$ cat src/rtl/fanctl_pkg.sv
package fanctl_pkg;

  typedef enum logic [2:0] {
    FS_BOOT,
    FS_MANUAL,
    FS_SPIN_FULL,
    FS_SPIN_HOLD,
    FS_RUN
  } fan_state_e;

  typedef struct packed {
    logic       hold_hi;
    logic [1:0] spin_sel;
    logic [2:0] upd_sel;
    logic       en;
  } fan_cfg_t;

  localparam logic [2:0] A_CFG    = 3'd0;
  localparam logic [2:0] A_MANUAL = 3'd1;
  localparam logic [2:0] A_STEP   = 3'd2;
  localparam logic [2:0] A_FLOOR  = 3'd3;
  localparam logic [2:0] A_VALID  = 3'd4;
  localparam logic [2:0] A_TARGET = 3'd5;
  localparam logic [2:0] A_MEAS   = 3'd6;
  localparam logic [2:0] A_STAT   = 3'd7;

  localparam logic [6:0] CFG_RESET = 7'h17;

  function automatic logic [11:0] fc_update_ms(input logic [2:0] sel);
    case (sel)
      3'd0:    return 12'd100;
      3'd1:    return 12'd200;
      3'd2:    return 12'd300;
      3'd3:    return 12'd500;
      3'd4:    return 12'd800;
      3'd5:    return 12'd1200;
      default: return 12'd1600;
    endcase
  endfunction

  function automatic logic [11:0] fc_spin_ms(input logic [1:0] sel);
    case (sel)
      2'd0:    return 12'd250;
      2'd1:    return 12'd500;
      2'd2:    return 12'd1000;
      default: return 12'd2000;
    endcase
  endfunction

  function automatic logic [7:0] fc_boot_level(input logic [1:0] sel);
    case (sel)
      2'd0:    return 8'd0;
      2'd1:    return 8'd128;
      2'd2:    return 8'd191;
      default: return 8'd255;
    endcase
  endfunction

  function automatic logic [7:0] fc_hold_level(input logic hi);
    return hi ? 8'd191 : 8'd153;
  endfunction

  function automatic logic [7:0] fc_raise(input logic [7:0] d, input logic [7:0] step);
    logic [8:0] s;
    s = {1'b0, d} + {1'b0, step};
    return s[8] ? 8'hFF : s[7:0];
  endfunction

  function automatic logic [7:0] fc_lower(input logic [7:0] d, input logic [7:0] step,
                                          input logic [7:0] floor);
    logic [8:0] lim;
    lim = {1'b0, floor} + {1'b0, step};
    return ({1'b0, d} < lim) ? floor : (d - step);
  endfunction

  function automatic logic [7:0] fc_max8(input logic [7:0] a, input logic [7:0] b);
    return (a > b) ? a : b;
  endfunction

endpackage

$ cat src/rtl/fanctl_tach_meter.sv
module fanctl_tach_meter #(
  parameter int CNT_W  = 16,
  parameter int SYNC_N = 2
) (
  input  logic             clk,
  input  logic             rst_n,
  input  logic             tick,
  input  logic             tach_in,
  output logic [CNT_W-1:0] meas,
  output logic             stalled
);
  localparam logic [CNT_W-1:0] CNT_MAX = {CNT_W{1'b1}};

  logic [SYNC_N:0]    sync_q;
  logic [CNT_W-1:0]   cnt_q;
  logic               rise;

  always_ff @(posedge clk or negedge rst_n) begin
    if (!rst_n) sync_q <= '0;
    else        sync_q <= {sync_q[SYNC_N-1:0], tach_in};
  end

  assign rise = sync_q[SYNC_N-1] & ~sync_q[SYNC_N];

  always_ff @(posedge clk or negedge rst_n) begin
    if (!rst_n) begin
      cnt_q <= '0;
      meas  <= CNT_MAX;
    end else if (rise) begin
      meas  <= cnt_q;
      cnt_q <= tick ? CNT_W'(1) : '0;
    end else begin
      if (tick && cnt_q != CNT_MAX) cnt_q <= cnt_q + 1'b1;
      if (cnt_q == CNT_MAX)         meas  <= CNT_MAX;
    end
  end

  assign stalled = (meas == CNT_MAX);

endmodule

$ cat src/rtl/fanctl_regs.sv
module fanctl_regs
  import fanctl_pkg::*;
#(
  parameter int               CNT_W     = 16,
  parameter logic [7:0]       STEP_DEF  = 8'h10,
  parameter logic [7:0]       FLOOR_DEF = 8'h40,
  parameter logic [CNT_W-1:0] VALID_DEF = {1'b0, {(CNT_W-1){1'b1}}}
) (
  input  logic             clk,
  input  logic             rst_n,
  input  logic             wr_en,
  input  logic [2:0]       wr_addr,
  input  logic [CNT_W-1:0] wr_data,
  input  logic [2:0]       rd_addr,
  output logic [CNT_W-1:0] rd_data,
  input  logic [CNT_W-1:0] meas,
  input  logic             stalled,
  input  logic             spin_fail,
  input  logic [7:0]       drive,
  output fan_cfg_t         cfg,
  output logic [7:0]       manual_drv,
  output logic [7:0]       step_lim,
  output logic [7:0]       min_drv,
  output logic [CNT_W-1:0] valid_cnt,
  output logic [CNT_W-1:0] target,
  output logic             host_touch
);

  always_ff @(posedge clk or negedge rst_n) begin
    if (!rst_n) begin
      cfg        <= fan_cfg_t'(CFG_RESET);
      manual_drv <= '0;
      step_lim   <= STEP_DEF;
      min_drv    <= FLOOR_DEF;
      valid_cnt  <= VALID_DEF;
      target     <= {CNT_W{1'b1}};
      host_touch <= 1'b0;
    end else begin
      host_touch <= wr_en && (wr_addr == A_CFG || wr_addr == A_TARGET);
      if (wr_en) begin
        case (wr_addr)
          A_CFG:    cfg        <= fan_cfg_t'(wr_data[6:0]);
          A_MANUAL: manual_drv <= wr_data[7:0];
          A_STEP:   step_lim   <= wr_data[7:0];
          A_FLOOR:  min_drv    <= wr_data[7:0];
          A_VALID:  valid_cnt  <= wr_data;
          A_TARGET: target     <= wr_data;
          default:  ;
        endcase
      end
    end
  end

  always_comb begin
    case (rd_addr)
      A_CFG:    rd_data = CNT_W'(cfg);
      A_MANUAL: rd_data = CNT_W'(manual_drv);
      A_STEP:   rd_data = CNT_W'(step_lim);
      A_FLOOR:  rd_data = CNT_W'(min_drv);
      A_VALID:  rd_data = valid_cnt;
      A_TARGET: rd_data = target;
      A_MEAS:   rd_data = meas;
      default:  rd_data = CNT_W'({spin_fail, stalled, drive});
    endcase
  end

endmodule

$ cat src/rtl/fanctl_sequencer.sv
module fanctl_sequencer
  import fanctl_pkg::*;
#(
  parameter int CNT_W        = 16,
  parameter int TICKS_PER_MS = 33
) (
  input  logic             clk,
  input  logic             rst_n,
  input  logic             tick,
  input  fan_cfg_t         cfg,
  input  logic             host_touch,
  input  logic [7:0]       manual_drv,
  input  logic [7:0]       step_lim,
  input  logic [7:0]       min_drv,
  input  logic [CNT_W-1:0] valid_cnt,
  input  logic [CNT_W-1:0] target,
  input  logic [CNT_W-1:0] meas,
  input  logic             stalled,
  input  logic [1:0]       boot_sel,
  output logic [7:0]       drive,
  output logic             spin_fail,
  output fan_state_e       state,
  output logic             upd_evt
);
  localparam int TMR_W = $clog2(2000 * TICKS_PER_MS + 1);

  fan_state_e       st_n;
  logic [TMR_W-1:0] tmr_q;
  logic [TMR_W-1:0] spin_len, full_len, hold_len, upd_len, cur_len;
  logic             counting, hit, spin_eval, spin_bad;
  logic [7:0]       adj, drive_n;

  assign spin_len = TMR_W'(32'(fc_spin_ms(cfg.spin_sel)) * TICKS_PER_MS);
  assign full_len = spin_len >> 2;
  assign hold_len = spin_len - full_len;
  assign upd_len  = TMR_W'(32'(fc_update_ms(cfg.upd_sel)) * TICKS_PER_MS);

  always_comb begin
    case (state)
      FS_SPIN_FULL: cur_len = full_len;
      FS_SPIN_HOLD: cur_len = hold_len;
      default:      cur_len = upd_len;
    endcase
  end

  assign counting  = (state == FS_SPIN_FULL) || (state == FS_SPIN_HOLD) || (state == FS_RUN);
  assign hit       = counting && tick && (tmr_q >= cur_len - 1'b1);
  assign upd_evt   = (state == FS_RUN) && cfg.en && hit;
  assign spin_eval = (state == FS_SPIN_HOLD) && cfg.en && hit;
  assign spin_bad  = meas > valid_cnt;

  always_comb begin
    st_n = state;
    case (state)
      FS_BOOT:      if (host_touch) st_n = cfg.en ? FS_SPIN_FULL : FS_MANUAL;
      FS_MANUAL:    if (cfg.en) st_n = FS_SPIN_FULL;
      FS_SPIN_FULL: if (!cfg.en) st_n = FS_MANUAL;
                    else if (hit) st_n = FS_SPIN_HOLD;
      FS_SPIN_HOLD: if (!cfg.en) st_n = FS_MANUAL;
                    else if (hit) st_n = spin_bad ? FS_SPIN_FULL : FS_RUN;
      FS_RUN:       if (!cfg.en) st_n = FS_MANUAL;
                    else if (upd_evt && stalled) st_n = FS_SPIN_FULL;
      default:      st_n = FS_BOOT;
    endcase
  end

  always_comb begin
    if (meas > target)      adj = fc_raise(drive, step_lim);
    else if (meas < target) adj = fc_lower(drive, step_lim, min_drv);
    else                    adj = drive;
  end

  always_comb begin
    case (state)
      FS_BOOT:      drive_n = fc_boot_level(boot_sel);
      FS_MANUAL:    drive_n = manual_drv;
      FS_SPIN_FULL: drive_n = 8'hFF;
      FS_SPIN_HOLD: drive_n = fc_hold_level(cfg.hold_hi);
      FS_RUN:       drive_n = (upd_evt && !stalled) ? fc_max8(adj, min_drv)
                                                    : fc_max8(drive, min_drv);
      default:      drive_n = drive;
    endcase
  end

  always_ff @(posedge clk or negedge rst_n) begin
    if (!rst_n) begin
      state     <= FS_BOOT;
      tmr_q     <= '0;
      drive     <= '0;
      spin_fail <= 1'b0;
    end else begin
      state <= st_n;
      drive <= drive_n;
      if (st_n != state)         tmr_q <= '0;
      else if (counting && tick) tmr_q <= hit ? '0 : tmr_q + 1'b1;
      if (spin_eval) spin_fail <= spin_bad;
    end
  end

endmodule

$ cat src/rtl/fan_speed_ctl.sv
module fan_speed_ctl
  import fanctl_pkg::*;
#(
  parameter int               CNT_W        = 16,
  parameter int               TICKS_PER_MS = 33,
  parameter logic [7:0]       STEP_DEF     = 8'h10,
  parameter logic [7:0]       FLOOR_DEF    = 8'h40,
  parameter logic [CNT_W-1:0] VALID_DEF    = {1'b0, {(CNT_W-1){1'b1}}}
) (
  input  logic             clk,
  input  logic             rst_n,
  input  logic             wr_en,
  input  logic [2:0]       wr_addr,
  input  logic [CNT_W-1:0] wr_data,
  input  logic [2:0]       rd_addr,
  output logic [CNT_W-1:0] rd_data,
  input  logic             tick_32k,
  input  logic             tach_in,
  input  logic [1:0]       boot_sel,
  output logic [7:0]       drive,
  output logic             stalled,
  output logic             spin_fail
);
  // CNT_W must be at least 10 so the status word fits the read port.

  fan_cfg_t         cfg;
  logic [7:0]       manual_drv, step_lim, min_drv;
  logic [CNT_W-1:0] valid_cnt, target, meas;
  logic             host_touch, upd_evt;
  fan_state_e       state;

  logic in_boot, in_manual, in_spin_full, in_run;
  assign in_boot      = (state == FS_BOOT);
  assign in_manual    = (state == FS_MANUAL);
  assign in_spin_full = (state == FS_SPIN_FULL);
  assign in_run       = (state == FS_RUN);

  fanctl_tach_meter #(.CNT_W(CNT_W), .SYNC_N(2)) u_meter (
    .clk     (clk),
    .rst_n   (rst_n),
    .tick    (tick_32k),
    .tach_in (tach_in),
    .meas    (meas),
    .stalled (stalled)
  );

  fanctl_regs #(
    .CNT_W(CNT_W), .STEP_DEF(STEP_DEF), .FLOOR_DEF(FLOOR_DEF), .VALID_DEF(VALID_DEF)
  ) u_regs (
    .clk        (clk),
    .rst_n      (rst_n),
    .wr_en      (wr_en),
    .wr_addr    (wr_addr),
    .wr_data    (wr_data),
    .rd_addr    (rd_addr),
    .rd_data    (rd_data),
    .meas       (meas),
    .stalled    (stalled),
    .spin_fail  (spin_fail),
    .drive      (drive),
    .cfg        (cfg),
    .manual_drv (manual_drv),
    .step_lim   (step_lim),
    .min_drv    (min_drv),
    .valid_cnt  (valid_cnt),
    .target     (target),
    .host_touch (host_touch)
  );

  fanctl_sequencer #(.CNT_W(CNT_W), .TICKS_PER_MS(TICKS_PER_MS)) u_seq (
    .clk        (clk),
    .rst_n      (rst_n),
    .tick       (tick_32k),
    .cfg        (cfg),
    .host_touch (host_touch),
    .manual_drv (manual_drv),
    .step_lim   (step_lim),
    .min_drv    (min_drv),
    .valid_cnt  (valid_cnt),
    .target     (target),
    .meas       (meas),
    .stalled    (stalled),
    .boot_sel   (boot_sel),
    .drive      (drive),
    .spin_fail  (spin_fail),
    .state      (state),
    .upd_evt    (upd_evt)
  );

endmodule

$ cat config.mk
export PLATFORM = sky130hd
export DESIGN_NAME = fan_speed_ctl
export DESIGN_NICKNAME = d
export VERILOG_FILES = /design/src/rtl/fanctl_pkg.sv /design/src/rtl/fanctl_tach_meter.sv /design/src/rtl/fanctl_regs.sv /design/src/rtl/fanctl_sequencer.sv /design/src/rtl/fan_speed_ctl.sv
export SDC_FILE = /design/constraint.sdc
export NUM_CORES = 1
export LEC_CHECK = 0
export BUFFER_PORTS_ARGS = -buffer_cell sky130_fd_sc_hd__buf_4
export CAP_MARGIN = 20
export CORE_MARGIN = 2
export CORE_UTILIZATION = 40
export DETAILED_ROUTE_END_ITERATION = 10
export RECOVER_POWER = 50
export SETUP_SLACK_MARGIN = 0.2
export SYNTH_ARGS = -nofsm -noshare
export SYNTH_HDL_FRONTEND = slang
export SYNTH_SLANG_ARGS = --single-unit
$ cat constraint.sdc
create_clock -name clk -period 4.88 [get_ports clk]
set_clock_uncertainty 0.15 [all_clocks]
set_input_delay 0.488 -clock clk [delete_from_list [all_inputs] [get_ports clk]]
set_output_delay 0.488 -clock clk [all_outputs]
set_load 0.1 [all_outputs]
==> results of run 1 <==
-- layer usage --
metal  GRT usage  part of all wire  vias to the layer above
li1            -                 -                     4604
met1      0.3083              0.46                     4610
met2      0.3725              0.47                      214
met3     0.02222             0.041                       48
met4     0.07410             0.024                        0
met5           0                 0                        -
-- through the flow --
step / cells / setup WS (ns) / setup TNS, ns
floorplan: 1210 / 0.04958 / 0
global placement: 1651 / -0.2650 / -5.782
detailed placement: 1652 / -0.3439 / -7.270
CTS: 1688 / -0.1632 / -3.332
global route: 1698 / -0.5554 / -13.29
finish: 1698 / -0.2520 / -5.115
-- how the worst max path moves through the flow --
stage,end,cells after the start,startpoint
3_3_place_gp,u_seq.tmr_q[9],22,u_regs.cfg[2]
2_1_floorplan,u_seq.tmr_q[11],25,u_regs.cfg[2]
3_5_place_dp,u_seq.tmr_q[5],23,u_regs.cfg[2]
4_1_cts,u_seq.tmr_q[2],23,u_regs.cfg[2]
5_1_grt,u_seq.tmr_q[14],25,u_regs.cfg[2]
6_report,u_seq.tmr_q[0],25,u_regs.cfg[2]
-- flip-flops by register name, indices dropped and copies added, names as in the netlist --
| name | flops |
|---|---|
| u_meter.cnt_q | 16 |
| u_meter.meas | 16 |
| u_regs.target | 16 |
| u_seq.spin_fail | 1 |
| u_regs.cfg | 7 |
| u_regs.host_touch | 1 |
| u_regs.valid_cnt | 16 |
| u_meter.sync_q | 3 |
| u_regs.step_lim | 8 |
| u_regs.min_drv | 8 |
| u_seq.drive | 8 |
| u_seq.state | 3 |
| u_regs.manual_drv | 8 |
| u_seq.tmr_q | 17 |
-- final cells by class --
type	count	area (um2)
clock buffers	17	425.4
clock inverters	15	197.7
fillers	2476	12930
inverters	80	300.3
multi-input cells	952	7224
flip-flops and latches	128	3271
well taps	335	419.2
repair buffers	171	1364
-- Yosys cell counts, types with 5 or more instances --
master    count
and2_1       11
o211ai_1     11
nand2b_1     15
o21ai_0      90
nor2_1       95
o21a_1        6
or2_2         6
o31ai_1       7
a21o_1        8
a221oi_1      7
nand4_1      26
xnor2_1      36
buf_2        10
ha_1        122
dfrtp_1      75
inv_1        80
mux2_2       40
xor2_1       33
a31oi_1      17
o22ai_1       8
nor3_1       23
o21bai_1      5
nand2_1     129
nor2b_1      18
clkbuf_1     31
buf_1         5
and3_1       17
mux2i_1      25
nand3_1      27
a211oi_1      7
dfstp_2      53
or3_1         9
a21oi_1      64
o22a_1        7
-- cell usage in the layout, fill, tap and decap left out, drive strengths merged, types with 18 or more instances in the layout --
cell type  count
mux2          40
o21ai         92
inv           87
mux2i         25
nor3          25
nand2        131
ha           122
nor2          97
clkbuf        25
nand3         27
xnor2         36
a21oi         65
buf          163
nand4         26
dfstp         53
dfrtp         75
nor2b         18
xor2          33
a31oi         18
-- kinds of logic (layout without fill, tap and decap cells) --
group,count (synthesis),after routing,synth area share
and+or+nand+nor,402,402,0.1849
DFF,128,128,0.3070
buffers and inverters,130,283,0.04887
adders and majority gates,126,126,0.1508
xor gates and xnor gates,69,69,0.05674
AOI/OAI and AO/OA,287,287,0.1795
muxes,68,68,0.07213
-- repair_timing --
action	in CTS	in global routing
gates resized for setup	19	45
pin swaps	8	33
cloned	0	2
setup endpoints to repair	29	29
buffers inserted	4	7
-- power breakdown --
| group | switching [W] | internal (W) | total (W) |
|---|---|---|---|
| Sequential | 0.000192 | 0.00129 | 0.00148 |
| Combinational | 0.00258 | 0.00202 | 0.00460 |
| Clock | 0.000548 | 0.000821 | 0.00137 |
==> metrics, run 1 <==
Num CTS Buffers=17; GPL Wtd Cong=0.9059; Largest stage delay, worst path=0.60 ns; Hold WC Path Type=input pin to flop; Syn Inst Count=1210; yosys warns=0; Area growth, synth to finish=23.95%; R2R Path End=u_seq.tmr_q[0]; CP Capture Type=flop; violations in the final reports=DRC, capacitance limit, slew limit, setup timing; Hold Path Sink=u_meter.sync_q[0]; worst-path fanout max=8; FP Rows=59; HP Start=tach_in; actual slew at the worst max-slew pin=2.333 ns; CTS root buf=clkbuf_16; Most common cell on crit path=nor2_1; syn avg cell area=8.802 um2; worst reg-to-reg path cell count=25; max frequency=0.1949 GHz; CTS tree=built; Worst Path Arrival=5.29 ns; maximum vdd drop=0.2751 mV; clk sink count=128; H-tree depth=4; largest cells by area after synthesis=dfrtp_1, ha_1, dfstp_2, nand2_1, mux2_2; die area=0.02795 mm2; Initial Util=0.4075; crit path buf inv count=2; CP max-delay cell=dfstp_2; Util after Layout=0.5052; fin nets=1505; DR pass1 iterations=8; post-synthesis sequential area ratio=0.3070; GR Overflow Total=0; WS Path Type=flop to flop; final number of setup-violating endpoints=25; Via Count=9476; ANT cells=0; Slew Viols, Final=92; drt drc=2; fin crit share=1.052; Synth Cell Area=0.01065 mm2; Clock Latency Late Sink=0.42 ns; cell taking the most area after synthesis=dfrtp_1; dominant synthesized flop cell=dfrtp_1; dpl cell area=0.01215 mm2; register-to-register setup slack=-0.25 ns; vias in the first global route=9093; total power=0.007452 W; Die X=167.2 um; Core Area=0.02613 mm2; EDFF count, synth=0; final WL=31560 um; Power Dens Cells=564.5 mW/mm2; Netlist cell types=84; Vias/cell=5.581; largest net degree at the start of global routing=92; delay-heaviest family, CP=compound AO/OA/AOI/OAI gates; dpl hpwl=23600 um; hold-fix buffer count after cts=0; slew margin rel.=-0.5553; DR WL/cell=18.59 um; final hold vios=0; Final min period=5.132 ns; reg2reg start=u_regs.cfg[2]; post-route ant nets=0; I/O pin cnt=55; first-pass GRT wire length=49570 um; Post-synth ARST share=1.000; startpoint class of the critical path=flop; clock slew at reported path FFs=0.06 ns; post-route cell area=0.01320 mm2; Hold Path Stages=1; RSZ-0062 raised after global routing=true; top-area cell type share of the netlist area=0.1762; antenna violations before repair=0; Final Hold Slack=0.04233 ns; status=complete, but fails checks; Initial DRC Count=683; Critical Path RT=5.04 ns; Longest Clk Path Bufs=2; Setup WS post-layout=-0.2520 ns; post-synthesis register bit count=128; Leak=5.965 nW; Port Buffers=54; syn nets=1365; GR Util All Layers=0.2244; max-cap viol count=1; Vert. Die Dim=167.2 um; proportion of layout cells with a drive suffix above 1=0.2854
(Power assumes the default switching activity.)
==> run 2: changes to the inputs <==
ABC_AREA = 1   (was not set)
SLEW_MARGIN = 20   (was not set)
==> metrics, run 2 <==
status=complete, but fails checks (unchanged); violations in the final reports=capacitance limit, slew limit, setup timing (was DRC, capacitance limit, slew limit, setup timing); max-cap viol count=1 (unchanged); GR Overflow Total=0 (unchanged); mux cell area share after synthesis=0 (was 0.07213); Synth Area in XOR/XNOR=0.03142 (was 0.05674); dpl hpwl=24070 um (was 23600 um); Synth Area in Compound Gates=0.1755 (was 0.1795); post-synthesis sequential area ratio=0.3087 (was 0.3070); syn avg cell area=7.264 um2 (was 8.802 um2); top-count cell post-synth=nand2_1 (unchanged); clock slew at reported path FFs=0.06 ns (about the same); largest cells by area after synthesis=dfrtp_1, ha_1, dfstp_2, nand2_1, inv_1 (was dfrtp_1, ha_1, dfstp_2, nand2_1, mux2_2); I/O pin cnt=55 (unchanged); drt drc=0 (was 2); largest net degree at the start of global routing=80 (was 92); worst-path fanout max=8 (unchanged); Most common cell on crit path=nand2_4 (was nor2_1); register area=0.003271 mm2 (unchanged); Simple-Gate Fraction of Synth Area=0.2326 (was 0.1849); Final Hold Slack=0.04292 ns (was 0.04233 ns); vias in the first global route=9707 (was 9093); CP max-delay cell=dfstp_2 (unchanged); top-area cell type share of the netlist area=0.1772 (was 0.1762); ANT cells=0 (unchanged); final non-filler cell total=1924 (was 1698); post-route ant nets=0 (unchanged); Area growth, synth to finish=21.62% (was 23.95%); DR pass1 iterations=6 (was 8); DR WL/cell=16.46 um (was 18.59 um); fin crit share=1.045 (was 1.052); Setup WS post-layout=-0.2199 ns (was -0.2520 ns); post-synthesis register bit count=128 (unchanged); dpl cells=1870 (was 1652); fillers=2568 (was 2476); largest family of logic cells by synthesized area=simple AND/OR/NAND/NOR gates (unchanged); Core Area=0.02606 mm2 (was 0.02613 mm2); Final min period=5.100 ns (was 5.132 ns); proportion of layout cells with a drive suffix above 1=0.1913 (was 0.2854); Worst Path Arrival=5.31 ns (was 5.29 ns); GR Util All Layers=0.2278 (was 0.2244); WS Path Type=flop to flop (unchanged); GPL Wtd Cong=0.9416 (was 0.9059); syn nets=1613 (was 1365); H-tree depth=4 (unchanged); maximum vdd drop=0.3824 mV (was 0.2751 mV); clk sink count=128 (unchanged); CP Capture Type=flop (unchanged); Clock Latency Late Sink=0.43 ns (was 0.42 ns); Via Count=10290 (was 9476); area of the multi-input gates=0.006626 mm2 (was 0.007224 mm2); first-pass GRT wire length=50760 um (was 49570 um); EDFF count, synth=0 (unchanged); Leak=6.203 nW (was 5.965 nW); FP Rows=59 (unchanged); Netlist cell types=50 (was 84); Syn Inst Count=1458 (was 1210); actual slew at the worst max-slew pin=2.874 ns (was 2.333 ns); Largest stage delay, worst path=0.62 ns (was 0.60 ns); Vias/cell=5.349 (was 5.581); Critical Path RT=5.09 ns (was 5.04 ns); Port Buffers=54 (unchanged); Num CTS Buffers=17 (unchanged); synth cell count leaders=nand2_1, inv_1, ha_1 (was nand2_1, ha_1, nor2_1); final hold vios=0 (unchanged); commonest non-fill, non-tap cell in the layout=nand2_1 (was buf_4); fin nets=1731 (was 1505); cell taking the most area after synthesis=dfrtp_1 (unchanged); CTS tree=built (unchanged); Hold WC Path Type=input pin to flop (unchanged); yosys warns=0 (unchanged); Vert. Die Dim=166.7 um (was 167.2 um); commonest non-fill, non-tap cells in the layout=nand2_1, inv_1, o21ai_0, ha_1, buf_4 (was buf_4, nand2_1, ha_1); adder-cell share of the synthesized area=0.1517 (was 0.1508); Die X=166.7 um (was 167.2 um); die area=0.02780 mm2 (was 0.02795 mm2); antenna violations before repair=0 (unchanged); Post-synth ARST share=1.000 (unchanged); Initial DRC Count=835 (was 683); Longest Clk Path Bufs=2 (unchanged); RSZ-0062 raised after global routing=true (unchanged); final number of setup-violating endpoints=25 (unchanged); dominant synthesized flop cell=dfrtp_1 (unchanged); Initial Util=0.4064 (was 0.4075); Largest Register=u_seq.tmr_q (unchanged); startpoint class of the critical path=flop (unchanged); Power Dens Cells=530.5 mW/mm2 (was 564.5 mW/mm2); CTS root buf=clkbuf_16 (unchanged); max reg flops=17 (unchanged); Slew Viols, Final=51 (was 92); Synth Cell Area=0.01059 mm2 (was 0.01065 mm2); max frequency=0.1961 GHz (was 0.1949 GHz); final WL=31670 um (was 31560 um); slew margin rel.=-0.9159 (was -0.5553)
[run 2: cell types whose count changed in the layout (fill, tap and decap cells not counted), moves of 12 or more]
cell,change
mux2i_1,-25
o21ai_0,+33
buf_4,-45
a22oi_1,+12
xnor2_1,-26
and3_1,-13
nand2b_1,-13
mux2_2,-40
inv_1,+154
nand2_1,+171
nand3_1,+31
a21oi_1,+27
nor2b_1,-16
[run 2: worst max-delay path, delay by kind of cell, from the launching register on]
kind	cells	cell delay (ns)
AND/OR/NAND/NOR	15	1.47
adder cells (fa/ha/maj)	6	1.41
AO/OA/AOI/OAI	4	0.90
flip-flops	1	0.62
buffers and inverters	5	0.48
[run 2: stage by stage]
stage / setup WS, ns / area, um2 / util / total power (W) / setup TNS (ns)
2_1_floorplan: 0.1550 / 10670 / - / 0.004138 / 0
3_3_place_gp: -0.1126 / 11760 / 0.4514 / 0.005074 / -1.939
3_5_place_dp: -0.1660 / 11770 / 0.4517 / 0.005126 / -3.412
4_1_cts: -0.1195 / 12620 / 0.4842 / 0.006673 / -2.461
5_1_grt: -0.4716 / 12880 / 0.4943 / 0.007382 / -10.55
6_report: -0.2199 / 12880 / 0.4943 / 0.006833 / -4.402
[run 2: report_power, final]
| group | switching [W] | leakage [nW] | internal, W |
|---|---|---|---|
| Combinational | 0.00255 | 4.36 | 0.00136 |
| Sequential | 0.000248 | 1.53 | 0.00129 |
| Clock | 0.000537 | 0.312 | 0.000856 |
| Total | 0.00333 | 6.20 | 0.00350 |
[run 2: final cells by class]
cell class | count | area share
repair buffers | 124 | 0.07596
multi-input cells | 1056 | 0.5144
flip-flops and latches | 128 | 0.2539
clock inverters | 11 | 0.01030
well taps | 335 | 0.03254
clock buffers | 21 | 0.03915
inverters | 249 | 0.07373
[run 2: worst paths after layout]
path / from / to / slack, ns / depth (start not counted)
max: u_regs.cfg[2] / u_seq.tmr_q[11] / -0.22 / 30
min: tach_in / u_meter.sync_q[0] / 0.04 / 1
max reg2reg: u_regs.cfg[2] / u_seq.tmr_q[11] / -0.22 / 30
min reg2reg: u_meter.sync_q[0] / u_meter.sync_q[1] / 0.21 / 0
max in group asynchronous: rst_n / u_regs.cfg[3] / 0.66 / 3
min in group asynchronous: rst_n / u_regs.valid_cnt[15] / 1.39 / 2
[run 2: layer usage]
metal / vias to the layer above / part of all wire / global-route usage
met1: 4831 / 0.46 / 0.3141
met4: 0 / 0.024 / 0.07871
met5: - / 0 / 0
li1: 5097 / - / -
met2: 318 / 0.46 / 0.3694
met3: 45 / 0.059 / 0.02875
[run 2: cell families after synthesis]
family | Yosys count
compound gates | 317
simple gates | 573
flops | 128
buf+inv | 276
xor+xnor | 38
fa+ha+maj | 126
[run 2: repair_timing]
action                                 CTS  global route
hold buffers                             1             0
endpoints found under the hold margin   19             0
setup endpoints to repair               25            29
pin swaps                               26            29
setup buffers                           11             7
gates resized for setup                 30            64
cloned                                   2             1
